===== config.mk =====
export PLATFORM = sky130hd
export DESIGN_NAME = pit_apb_timer
export DESIGN_NICKNAME = d
export VERILOG_FILES = /design/src/rtl/pit_pkg.sv /design/src/rtl/pit_ext_tick.sv /design/src/rtl/pit_channel.sv /design/src/rtl/pit_apb_timer.sv
export SDC_FILE = /design/constraint.sdc
export NUM_CORES = 1
export LEC_CHECK = 0
export ABC_AREA = 0
export BUFFER_PORTS_ARGS = -buffer_cell sky130_fd_sc_hd__buf_2
export CORE_MARGIN = 4
export CORE_UTILIZATION = 30
export DETAILED_ROUTE_END_ITERATION = 16
export MAX_ROUTING_LAYER = met4
export PLACE_DENSITY_LB_ADDON = 0.2
export SETUP_SLACK_MARGIN = 0.05
export SLEW_MARGIN = 5
export SYNTH_ARGS = -nofsm -noshare
export SYNTH_HDL_FRONTEND = slang
export SYNTH_HIERARCHICAL = 1
export SYNTH_SLANG_ARGS = --single-unit

===== constraint.sdc =====
create_clock -name pclk -period 10.5 [get_ports pclk]
set_clock_uncertainty 0.05 [all_clocks]
set_input_delay 2.625 -clock pclk [delete_from_list [all_inputs] [get_ports pclk]]
set_output_delay 2.625 -clock pclk [all_outputs]
set_load 0.02 [all_outputs]

===== src/rtl/pit_pkg.sv =====
package pit_pkg;
  localparam int PIT_DW    = 32;
  localparam int PIT_LANES = 4;

  localparam logic [2:0] MODE_W32 = 3'd1;
  localparam logic [2:0] MODE_W16 = 3'd2;
  localparam logic [2:0] MODE_W8  = 3'd3;

  localparam int OFS_ID    = 'h00;
  localparam int OFS_CFG   = 'h10;
  localparam int OFS_INTEN = 'h14;
  localparam int OFS_STS   = 'h18;
  localparam int OFS_CHEN  = 'h1C;
  localparam int CH_BASE   = 'h20;
  localparam int CH_STRIDE = 'h10;
  localparam int CH_CTL    = 'h0;
  localparam int CH_REL    = 'h4;
  localparam int CH_CNT    = 'h8;

  typedef struct packed {
    logic       use_pclk;
    logic [2:0] mode;
  } pit_ctl_t;
endpackage


===== src/rtl/pit_ext_tick.sv =====
module pit_ext_tick #(
  parameter int STAGES = 2
) (
  input  logic clk,
  input  logic rst_n,
  input  logic ext_in,
  output logic tick
);
  logic [STAGES:0] sh_q, sh_d;

  always_comb sh_d = {sh_q[STAGES-1:0], ext_in};

  always_ff @(posedge clk or negedge rst_n) begin
    if (!rst_n) sh_q <= '0;
    else        sh_q <= sh_d;
  end

  // one-cycle pulse on a synchronised rising edge
  assign tick = sh_q[STAGES-1] & ~sh_q[STAGES];
endmodule


===== src/rtl/pit_channel.sv =====
module pit_channel
  import pit_pkg::*;
#(
  parameter int W     = PIT_DW,
  parameter int LANES = PIT_LANES
) (
  input  logic             clk,
  input  logic             rst_n,
  input  pit_ctl_t         ctl,
  input  logic [LANES-1:0] en,
  input  logic             ext_tick,
  input  logic [W-1:0]     reload,
  input  logic             cnt_wr,
  input  logic [W-1:0]     cnt_wdata,
  output logic [W-1:0]     cnt,
  output logic [LANES-1:0] expire
);
  localparam int HW = W / 2;
  localparam int QW = W / LANES;

  logic [W-1:0]     cnt_q, cnt_d;
  logic [LANES-1:0] en_q, rise;
  logic             step;

  always_comb begin
    step   = ctl.use_pclk | ext_tick;
    rise   = en & ~en_q;
    cnt_d  = cnt_q;
    expire = '0;
    case (ctl.mode)
      MODE_W32: begin
        if (rise[0]) begin
          cnt_d = reload;
        end else if (en[0] && step) begin
          if (cnt_q == '0) begin
            cnt_d     = reload;
            expire[0] = 1'b1;
          end else begin
            cnt_d = cnt_q - W'(1);
          end
        end
      end
      MODE_W16: begin
        for (int i = 0; i < 2; i++) begin
          if (rise[i]) begin
            cnt_d[i*HW +: HW] = reload[i*HW +: HW];
          end else if (en[i] && step) begin
            if (cnt_q[i*HW +: HW] == '0) begin
              cnt_d[i*HW +: HW] = reload[i*HW +: HW];
              expire[i]         = 1'b1;
            end else begin
              cnt_d[i*HW +: HW] = cnt_q[i*HW +: HW] - HW'(1);
            end
          end
        end
      end
      MODE_W8: begin
        for (int i = 0; i < LANES; i++) begin
          if (rise[i]) begin
            cnt_d[i*QW +: QW] = reload[i*QW +: QW];
          end else if (en[i] && step) begin
            if (cnt_q[i*QW +: QW] == '0) begin
              cnt_d[i*QW +: QW] = reload[i*QW +: QW];
              expire[i]         = 1'b1;
            end else begin
              cnt_d[i*QW +: QW] = cnt_q[i*QW +: QW] - QW'(1);
            end
          end
        end
      end
      default: ;
    endcase
    if (cnt_wr) cnt_d = cnt_wdata;
  end

  always_ff @(posedge clk or negedge rst_n) begin
    if (!rst_n) begin
      cnt_q <= '0;
      en_q  <= '0;
    end else begin
      cnt_q <= cnt_d;
      en_q  <= en;
    end
  end

  assign cnt = cnt_q;
endmodule


===== src/rtl/pit_apb_timer.sv =====
module pit_apb_timer
  import pit_pkg::*;
#(
  parameter int          NUM_CH   = 2,
  parameter int          ADDR_W   = 8,
  parameter logic [31:0] ID_VALUE = 32'h0A71_0100
) (
  input  logic              pclk,
  input  logic              presetn,
  input  logic              psel,
  input  logic              penable,
  input  logic              pwrite,
  input  logic [ADDR_W-1:0] paddr,
  input  logic [31:0]       pwdata,
  output logic [31:0]       prdata,
  input  logic              ext_tick_in,
  output logic              irq
);
  localparam int DW = PIT_DW;
  localparam int TB = PIT_LANES * NUM_CH;

  logic [1:0] rst_q;
  logic       rst_n_s;

  always_ff @(posedge pclk or negedge presetn) begin
    if (!presetn) rst_q <= '0;
    else          rst_q <= {rst_q[0], 1'b1};
  end
  assign rst_n_s = rst_q[1];

  logic              wr_en;
  logic [TB-1:0]     inten_q, inten_d, sts_q, sts_d, chen_q, chen_d, clr, exp_all;
  pit_ctl_t          ctl_q [NUM_CH];
  pit_ctl_t          ctl_d [NUM_CH];
  logic [DW-1:0]     rel_q [NUM_CH];
  logic [DW-1:0]     rel_d [NUM_CH];
  logic [DW-1:0]     cnt_w [NUM_CH];
  logic [NUM_CH-1:0] ctl_we, rel_we, cnt_we;
  logic [NUM_CH*DW-1:0] cnt_all;
  logic              ext_tick;

  assign wr_en = psel & penable & pwrite;

  pit_ext_tick #(.STAGES(2)) u_sync (
    .clk(pclk), .rst_n(rst_n_s), .ext_in(ext_tick_in), .tick(ext_tick)
  );

  always_comb begin
    for (int c = 0; c < NUM_CH; c++) begin
      ctl_we[c] = wr_en && (paddr == ADDR_W'(CH_BASE + CH_STRIDE*c + CH_CTL));
      rel_we[c] = wr_en && (paddr == ADDR_W'(CH_BASE + CH_STRIDE*c + CH_REL));
      cnt_we[c] = wr_en && (paddr == ADDR_W'(CH_BASE + CH_STRIDE*c + CH_CNT));
    end
  end

  for (genvar c = 0; c < NUM_CH; c++) begin : g_ch
    pit_channel #(.W(DW), .LANES(PIT_LANES)) u_ch (
      .clk(pclk), .rst_n(rst_n_s), .ctl(ctl_q[c]),
      .en(chen_q[c*PIT_LANES +: PIT_LANES]), .ext_tick(ext_tick),
      .reload(rel_q[c]), .cnt_wr(cnt_we[c]), .cnt_wdata(pwdata),
      .cnt(cnt_w[c]), .expire(exp_all[c*PIT_LANES +: PIT_LANES])
    );
    assign cnt_all[c*DW +: DW] = cnt_w[c];
  end

  // next state
  always_comb begin
    inten_d = inten_q;
    chen_d  = chen_q;
    if (wr_en && paddr == ADDR_W'(OFS_INTEN)) inten_d = pwdata[TB-1:0];
    if (wr_en && paddr == ADDR_W'(OFS_CHEN))  chen_d  = pwdata[TB-1:0];
    clr   = (wr_en && paddr == ADDR_W'(OFS_STS)) ? pwdata[TB-1:0] : '0;
    sts_d = (sts_q & ~clr) | exp_all;
    for (int c = 0; c < NUM_CH; c++) begin
      ctl_d[c] = ctl_we[c] ? pit_ctl_t'(pwdata[3:0]) : ctl_q[c];
      rel_d[c] = rel_we[c] ? pwdata : rel_q[c];
    end
  end

  always_ff @(posedge pclk or negedge rst_n_s) begin
    if (!rst_n_s) begin
      inten_q <= '0;
      chen_q  <= '0;
      sts_q   <= '0;
      for (int c = 0; c < NUM_CH; c++) begin
        ctl_q[c] <= '0;
        rel_q[c] <= '0;
      end
    end else begin
      inten_q <= inten_d;
      chen_q  <= chen_d;
      sts_q   <= sts_d;
      for (int c = 0; c < NUM_CH; c++) begin
        ctl_q[c] <= ctl_d[c];
        rel_q[c] <= rel_d[c];
      end
    end
  end

  // read mux
  always_comb begin
    prdata = '0;
    if (psel && !pwrite) begin
      if (paddr == ADDR_W'(OFS_ID))    prdata = ID_VALUE;
      if (paddr == ADDR_W'(OFS_CFG))   prdata = DW'(NUM_CH);
      if (paddr == ADDR_W'(OFS_INTEN)) prdata = DW'(inten_q);
      if (paddr == ADDR_W'(OFS_STS))   prdata = DW'(sts_q);
      if (paddr == ADDR_W'(OFS_CHEN))  prdata = DW'(chen_q);
      for (int c = 0; c < NUM_CH; c++) begin
        if (paddr == ADDR_W'(CH_BASE + CH_STRIDE*c + CH_CTL)) prdata = DW'({ctl_q[c]});
        if (paddr == ADDR_W'(CH_BASE + CH_STRIDE*c + CH_REL)) prdata = rel_q[c];
        if (paddr == ADDR_W'(CH_BASE + CH_STRIDE*c + CH_CNT)) prdata = cnt_w[c];
      end
    end
  end

  assign irq = |(sts_q & inten_q);
endmodule


==> out/qor.csv, run 1 <==
metric,value,unit
IO Port Bufs,78,
DR WL/cell,25.3,um
CP Cell Sequence,buf_2 > buf_4 > or4bb_1 > nor2_1 > nand2_1 > a31oi_1 > buf_2,
Min Hold Slack,302,ps
vias in the first global route,12146,
initial core utilization,30.4,%
complex-gate fraction of the synthesized area,25.3,%
# placed instances,1992,
total grt overflow,0,
Critical Path RT,7830,ps
Tcrit/Tclk final,76.8,%
Critical Path End Type,output pin,
gr busiest metal,met2,
Via Count,12480,
largest net degree at the start of global routing,65,
Setup-failing EPs final,0,
Core ar.,42100,um2
hold endpoint,u_sync/sh_q[1],
Clock Sink Count,173,
Worst IR Drop VDD,0.0973,mV
Max Cap Viol,0,
area grow syn2layout,10.5,%
xor and xnor fraction of the mapped netlist area,3.28,%
Crit Path Category,primary input to output pin,
met3 Usage GRT,4.46,%
layout cells sized above 1,18.6,%
mux cell area share after synthesis,10.3,%
Cells after Synth,1452,
overall routing resource usage,22.5,%
Final Hold Viols,0,
H-tree depth,4,
Max Slew Vio Count,0,
Final nets,1528,
Vias per Instance,6.15,
origin of the critical flop-to-flop path,g_ch[1].u_ch/cnt[24],
Final ANT Viol Nets,0,
clk root buf,clkbuf_16,
filler cell count,4460,
routability congestion estimate from global placement,0.956,
Place WS,2610,ps
Synth Register Bits,173,
Initial DRT Pass Iterations,6,
post-cts sizing count,0,
Die Ht,215,um
min Tclk post-route,8060,ps
FMAX,0.124,GHz
HPWL after DPL,38400,um
Die Width,215,um
1st-iter DRT viols,1322,
Final TNS setup,0,ps
largest family of logic cells by synthesized area,compound AO/OA/AOI/OAI gates,
final core utilization,33.6,%
crit path DAT,5380,ps
CTS tree,yes,
final worst slack,2440,ps
Syn Nets,1508,
Multi-input gate area,7920,um2
area share of fa/ha/maj cells after synthesis,0.976,%
"FFs w/ async S/R, synth",100,%
hold depth,0,
Hold Buf Count CTS,0,
Std-Cell Rows,75,
clock slew at reported path FFs,70,ps
met2 Track Usage GR,33.7,%
CP max stage cell,nor2_1,
syn_area_per_cell,8.83,um2
worst r2r path cells,8,
Post-Synth Simple-Gate Area,21.6,%
boundary pin count,79,
Slew Limit Headroom,23.6,%
unrepaired setup endpoints after global routing,no,
Mapped Area,12800,um2
Critical Path Start Type,primary input,
"Top cell by count, worst path",buf_2,
Non-Filler Instances,2028,
Num CTS Buffers,17,
final wirelength,51300,um
initial antenna violation count,5,
Post-synth EDFFs,0,
r2r endpoint,g_ch[1].u_ch/cnt[11],
PD cells,106,nW/um2
first-pass GRT wire length,77800,um
sequential area share after synthesis,33.8,%
CP Max Fanout,60,
"commonest cells after routing, fill and taps aside","dfrtp_1 (172), nand2_1 (125), nor2_1 (117)",
max incr delay on CP,660,ps
flop2flop setup slack,6210,ps
status,finished clean,
hold_sp,u_sync/sh_q[0],
post-synth cell types,113,
Synth warnings,6,
Main synth FF type,dfrtp_1,
"most common cell after layout, fill and taps aside",dfrtp_1,
register area,4330,um2
DIE AREA,46100,um2
HP Class,flop to flop,
met1 global-route usage,30.8,%
Worst-Margin Slew,1130,ps
drt drc,0,
worst skew pair latency,470,ps
Lkg Pwr,5.73,nW
clock buffer depth,2,
post-CTS setup buffers,0,
## logic make-up (layout without fill, tap and decap cells)
group,Yosys count,count (layout)
muxes,120,120
and+or+nand+nor,503,503
DFF,173,173
AOI/OAI and AO/OA,465,465
adders and majority gates,10,10
xor gates and xnor gates,48,48
buffers and inverters,132,165
other,1,5
## synthesized netlist by cell type, drive strengths merged (19+ instances only)
cell type / number / area (um2)
a211oi: 22 / 175
a31oi: 35 / 234
mux2i: 29 / 290
a21oi: 80 / 400
nand2: 126 / 475
xnor2: 28 / 245
inv: 35 / 131
nand3: 38 / 190
nor3: 41 / 220
dfrtp: 173 / 4330
xor2: 20 / 175
nor2: 121 / 462
a22oi: 19 / 156
o221ai: 22 / 193
o21ai: 91 / 467
buf: 37 / 233
nor4: 27 / 235
mux2: 91 / 1020
o22ai: 58 / 377
clkbuf: 58 / 228
nor3b: 23 / 188
## metrics by stage
stage	total power [mW]	area, um2
floorplan	0.805	12800
global placement	0.873	13600
detailed placement	0.872	13600
CTS	1.52	14200
global route	1.57	14200
finish	1.50	14200
## sequential cells by signal (all words and copies together), names as in the netlist
register	count
g_ch.u_ch/cnt	64
rel_q	64
chen_q	8
ctl_q	8
g_ch.u_ch/en_q	8
inten_q	8
sts_q	8
u_sync/sh_q	3
rst_q	2
## worst max path at each step
stage	startpoint	to	slack (ps)
finish	paddr[4]	prdata[8]	2440
global route	paddr[4]	prdata[8]	2300
CTS	paddr[4]	prdata[8]	2610
detailed placement	paddr[4]	prdata[8]	2610
global placement	paddr[4]	prdata[8]	2620
floorplan	paddr[5]	prdata[1]	3530
## metal layers
metal  vias to the layer above  wire length [um]
met5                         -                 0
met2                       496             22800
met4                         0              1480
met3                        92              3290
li1                       5606                 -
met1                      6286             23700
## critical path, delay by kind of cell
family                 cells  cell delay, ps
AND/OR/NAND/NOR            3            1380
buffers and inverters      3             910
AO/OA/AOI/OAI              1             430
## cell type report
cell class / instances / area share (%)
diodes: 4 / 0.0706
clock buffers: 17 / 3.00
clock inverters: 15 / 1.01
inverters: 36 / 0.954
multi-input cells: 1147 / 55.9
flip-flops and latches: 173 / 30.6
well taps: 539 / 4.76
repair buffers: 97 / 3.76
## where the power goes
part	internal, mW	switching (mW)	leakage (nW)
registers	0.679	0.0325	2.20
logic	0.0493	0.101	3.26
clock network	0.315	0.325	0.276
total	1.04	0.459	5.73
Power figures use the tool's default switching activity.
==> run 2, diff against run 1 <==
--- a/config.mk
+++ b/config.mk
@@ -5,7 +5,7 @@
 export SDC_FILE = /design/constraint.sdc
 export NUM_CORES = 1
 export LEC_CHECK = 0
-export ABC_AREA = 0
+export ABC_AREA = 1
 export BUFFER_PORTS_ARGS = -buffer_cell sky130_fd_sc_hd__buf_2
 export CORE_MARGIN = 4
 export CORE_UTILIZATION = 30
==> constraint.sdc (replaced) <==
create_clock -name pclk -period 6.58 [get_ports pclk]
set_clock_uncertainty 0.05 [all_clocks]
set_input_delay 1.645 -clock pclk [delete_from_list [all_inputs] [get_ports pclk]]
set_output_delay 1.645 -clock pclk [all_outputs]
set_load 0.02 [all_outputs]
==> out/qor.csv, run 2 <==
metric,value,unit
Max Cap Viol,0,
area grow syn2layout,9.85,%
Post-synth top cells,"nand2_1 (806), nor2_1 (349), inv_1 (211)",
HP Class,flop to asynchronous set/reset pin,
Finished Cell Area,15900,um2
Non-Filler Instances,2966,
Core ar.,47700,um2
initial core utilization,30.3,%
Critical Path End Type,output pin,
syn_area_per_cell,6.28,um2
vias in the first global route,14253,
placed cell areas,15300,um2
Num CTS Buffers,17,
H-tree depth,4,
Min Hold Slack,119,ps
clock slew at reported path FFs,80,ps
PD cells,242,nW/um2
layout cells sized above 1,12.3,%
total grt overflow,0,
post-CTS setup buffers,0,
FMAX,0.178,GHz
Die Width,228,um
clk root buf,clkbuf_16,
Slew Limit Headroom,20.3,%
Mapped Area,14500,um2
IO Port Bufs,78,
Worst-Margin Slew,1190,ps
status,finished clean,
Tcrit/Tclk final,85.4,%
Worst IR Drop VDD,0.130,mV
worst skew pair latency,470,ps
first-pass GRT wire length,87000,um
Place WS,1070,ps
DR WL/cell,19.3,um
"commonest cells after routing, fill and taps aside","nand2_1 (806), nor2_1 (348), inv_1 (210)",
final worst slack,963,ps
Cells after Synth,2305,
sequential area share after synthesis,29.9,%
Max Slew Vio Count,0,
crit path DAT,3920,ps
Hold Buf Count CTS,0,
Initial DRT Pass Iterations,6,
Std-Cell Rows,80,
Synth area leader,dfrtp_1,
"count leader, synth",nand2_1,
# placed instances,2933,
unrepaired setup endpoints after global routing,no,
CP Max Fanout,62,
Die Ht,228,um
Final nets,2393,
Setup-failing EPs final,0,
overall routing resource usage,22.0,%
1st-iter DRT viols,1578,
"FFs w/ async S/R, synth",100,%
Critical Path RT,4890,ps
post-synth top area share,29.9,%
largest net degree at the start of global routing,161,
post-cts sizing count,0,
Final TNS setup,0,ps
Final Hold Viols,0,
Post-synth EDFFs,0,
post-synth cell types,54,
CTS tree,yes,
HPWL after DPL,43600,um
routability congestion estimate from global placement,0.956,
min Tclk post-route,5620,ps
Final ANT Viol Nets,0,
drt drc,0,
final wirelength,57200,um
Via Count,15378,
initial antenna violation count,2,
Vias per Instance,5.18,
top post-synthesis cells by area,"dfrtp_1 (30%), nand2_1 (21%), nor2_1 (9.0%)",
Main synth FF type,dfrtp_1,
Synth Register Bits,173,
Clock Sink Count,173,
Syn Nets,2361,
DIE AREA,51900,um2
Synth warnings,6,
clock buffer depth,2,
Crit Path Category,primary input to output pin,
"most common cell after layout, fill and taps aside",nand2_1,
boundary pin count,79,
Critical Path Start Type,primary input,
filler cell count,5288,
Lkg Pwr,7.93,nW
[run 2: cell count changes after synthesis, moves of 64 or more]
cell,delta
nand2_1,+681
nor2_1,+231
inv_1,+176
nand3_1,+129
mux2_2,-81
o21ai_0,+64
[run 2: cell families after synthesis]
kind of cell / count (synthesis) / share of synthesized area (%)
AOI/OAI and AO/OA: 294 / 12.4
xor gates and xnor gates: 50 / 3.02
and+or+nand+nor: 1475 / 44.6
buffers and inverters: 302 / 9.16
DFF: 173 / 29.9
adders and majority gates: 10 / 0.864
other: 1 / 0.0259
[run 2: area by class of cell]
cell class	count	area [um2]	share of cell area (%)
repair buffers	89	485	3.05
clock buffers	17	425	2.67
inverters	226	852	5.35
well taps	615	769	4.84
diodes	1	2.50	0.0157
clock inverters	15	213	1.34
flip-flops and latches	173	4330	27.2
multi-input cells	1830	8830	55.5
[run 2: stage by stage]
step                util (%)  total power, mW
floorplan                  -             2.33
global placement        32.0             2.72
detailed placement      32.0             2.73
CTS                     33.3             3.86
global route            33.3             4.10
finish                  33.3             3.84
[run 2: final timing paths]
path | from | end | slack (ps) | cells past startpoint
max in group asynchronous | rst_q[1] | rel_q[58] | 5170 | 1
hold / removal | rst_q[1] | rel_q[1] | 120 | 0
setup / recovery | paddr[2] | prdata[14] | 960 | 8
setup reg to reg | ctl_q[1] | g_ch[1].u_ch/cnt[3] | 3640 | 10
hold reg to reg | rst_q[1] | rel_q[1] | 120 | 0
min in group pclk | u_sync/sh_q[0] | u_sync/sh_q[1] | 300 | 0
[run 2: per-layer routing]
layer	up-vias	global-route usage, %	share of wire [%]
met5	-	-	0
met4	0	5.13	2.1
met3	70	2.81	6.7
met2	606	34.0	45
met1	7307	30.8	47
li1	7395	-	-
[run 2: critical path: stages]
cell      delay (ps)
buf_2            210
clkinv_2          90
nand2_2          110
nor2_8            70
nand2_2          790
o21ai_0          190
a41oi_1          490
buf_2            280
[run 2: power breakdown]
part	leakage (nW)	switching [mW]	internal [mW]	total [mW]
clock	0.308	0.559	0.558	1.12
sequential	2.13	0.386	1.21	1.60
combinational	5.49	0.722	0.407	1.13
total	7.93	1.67	2.18	3.84
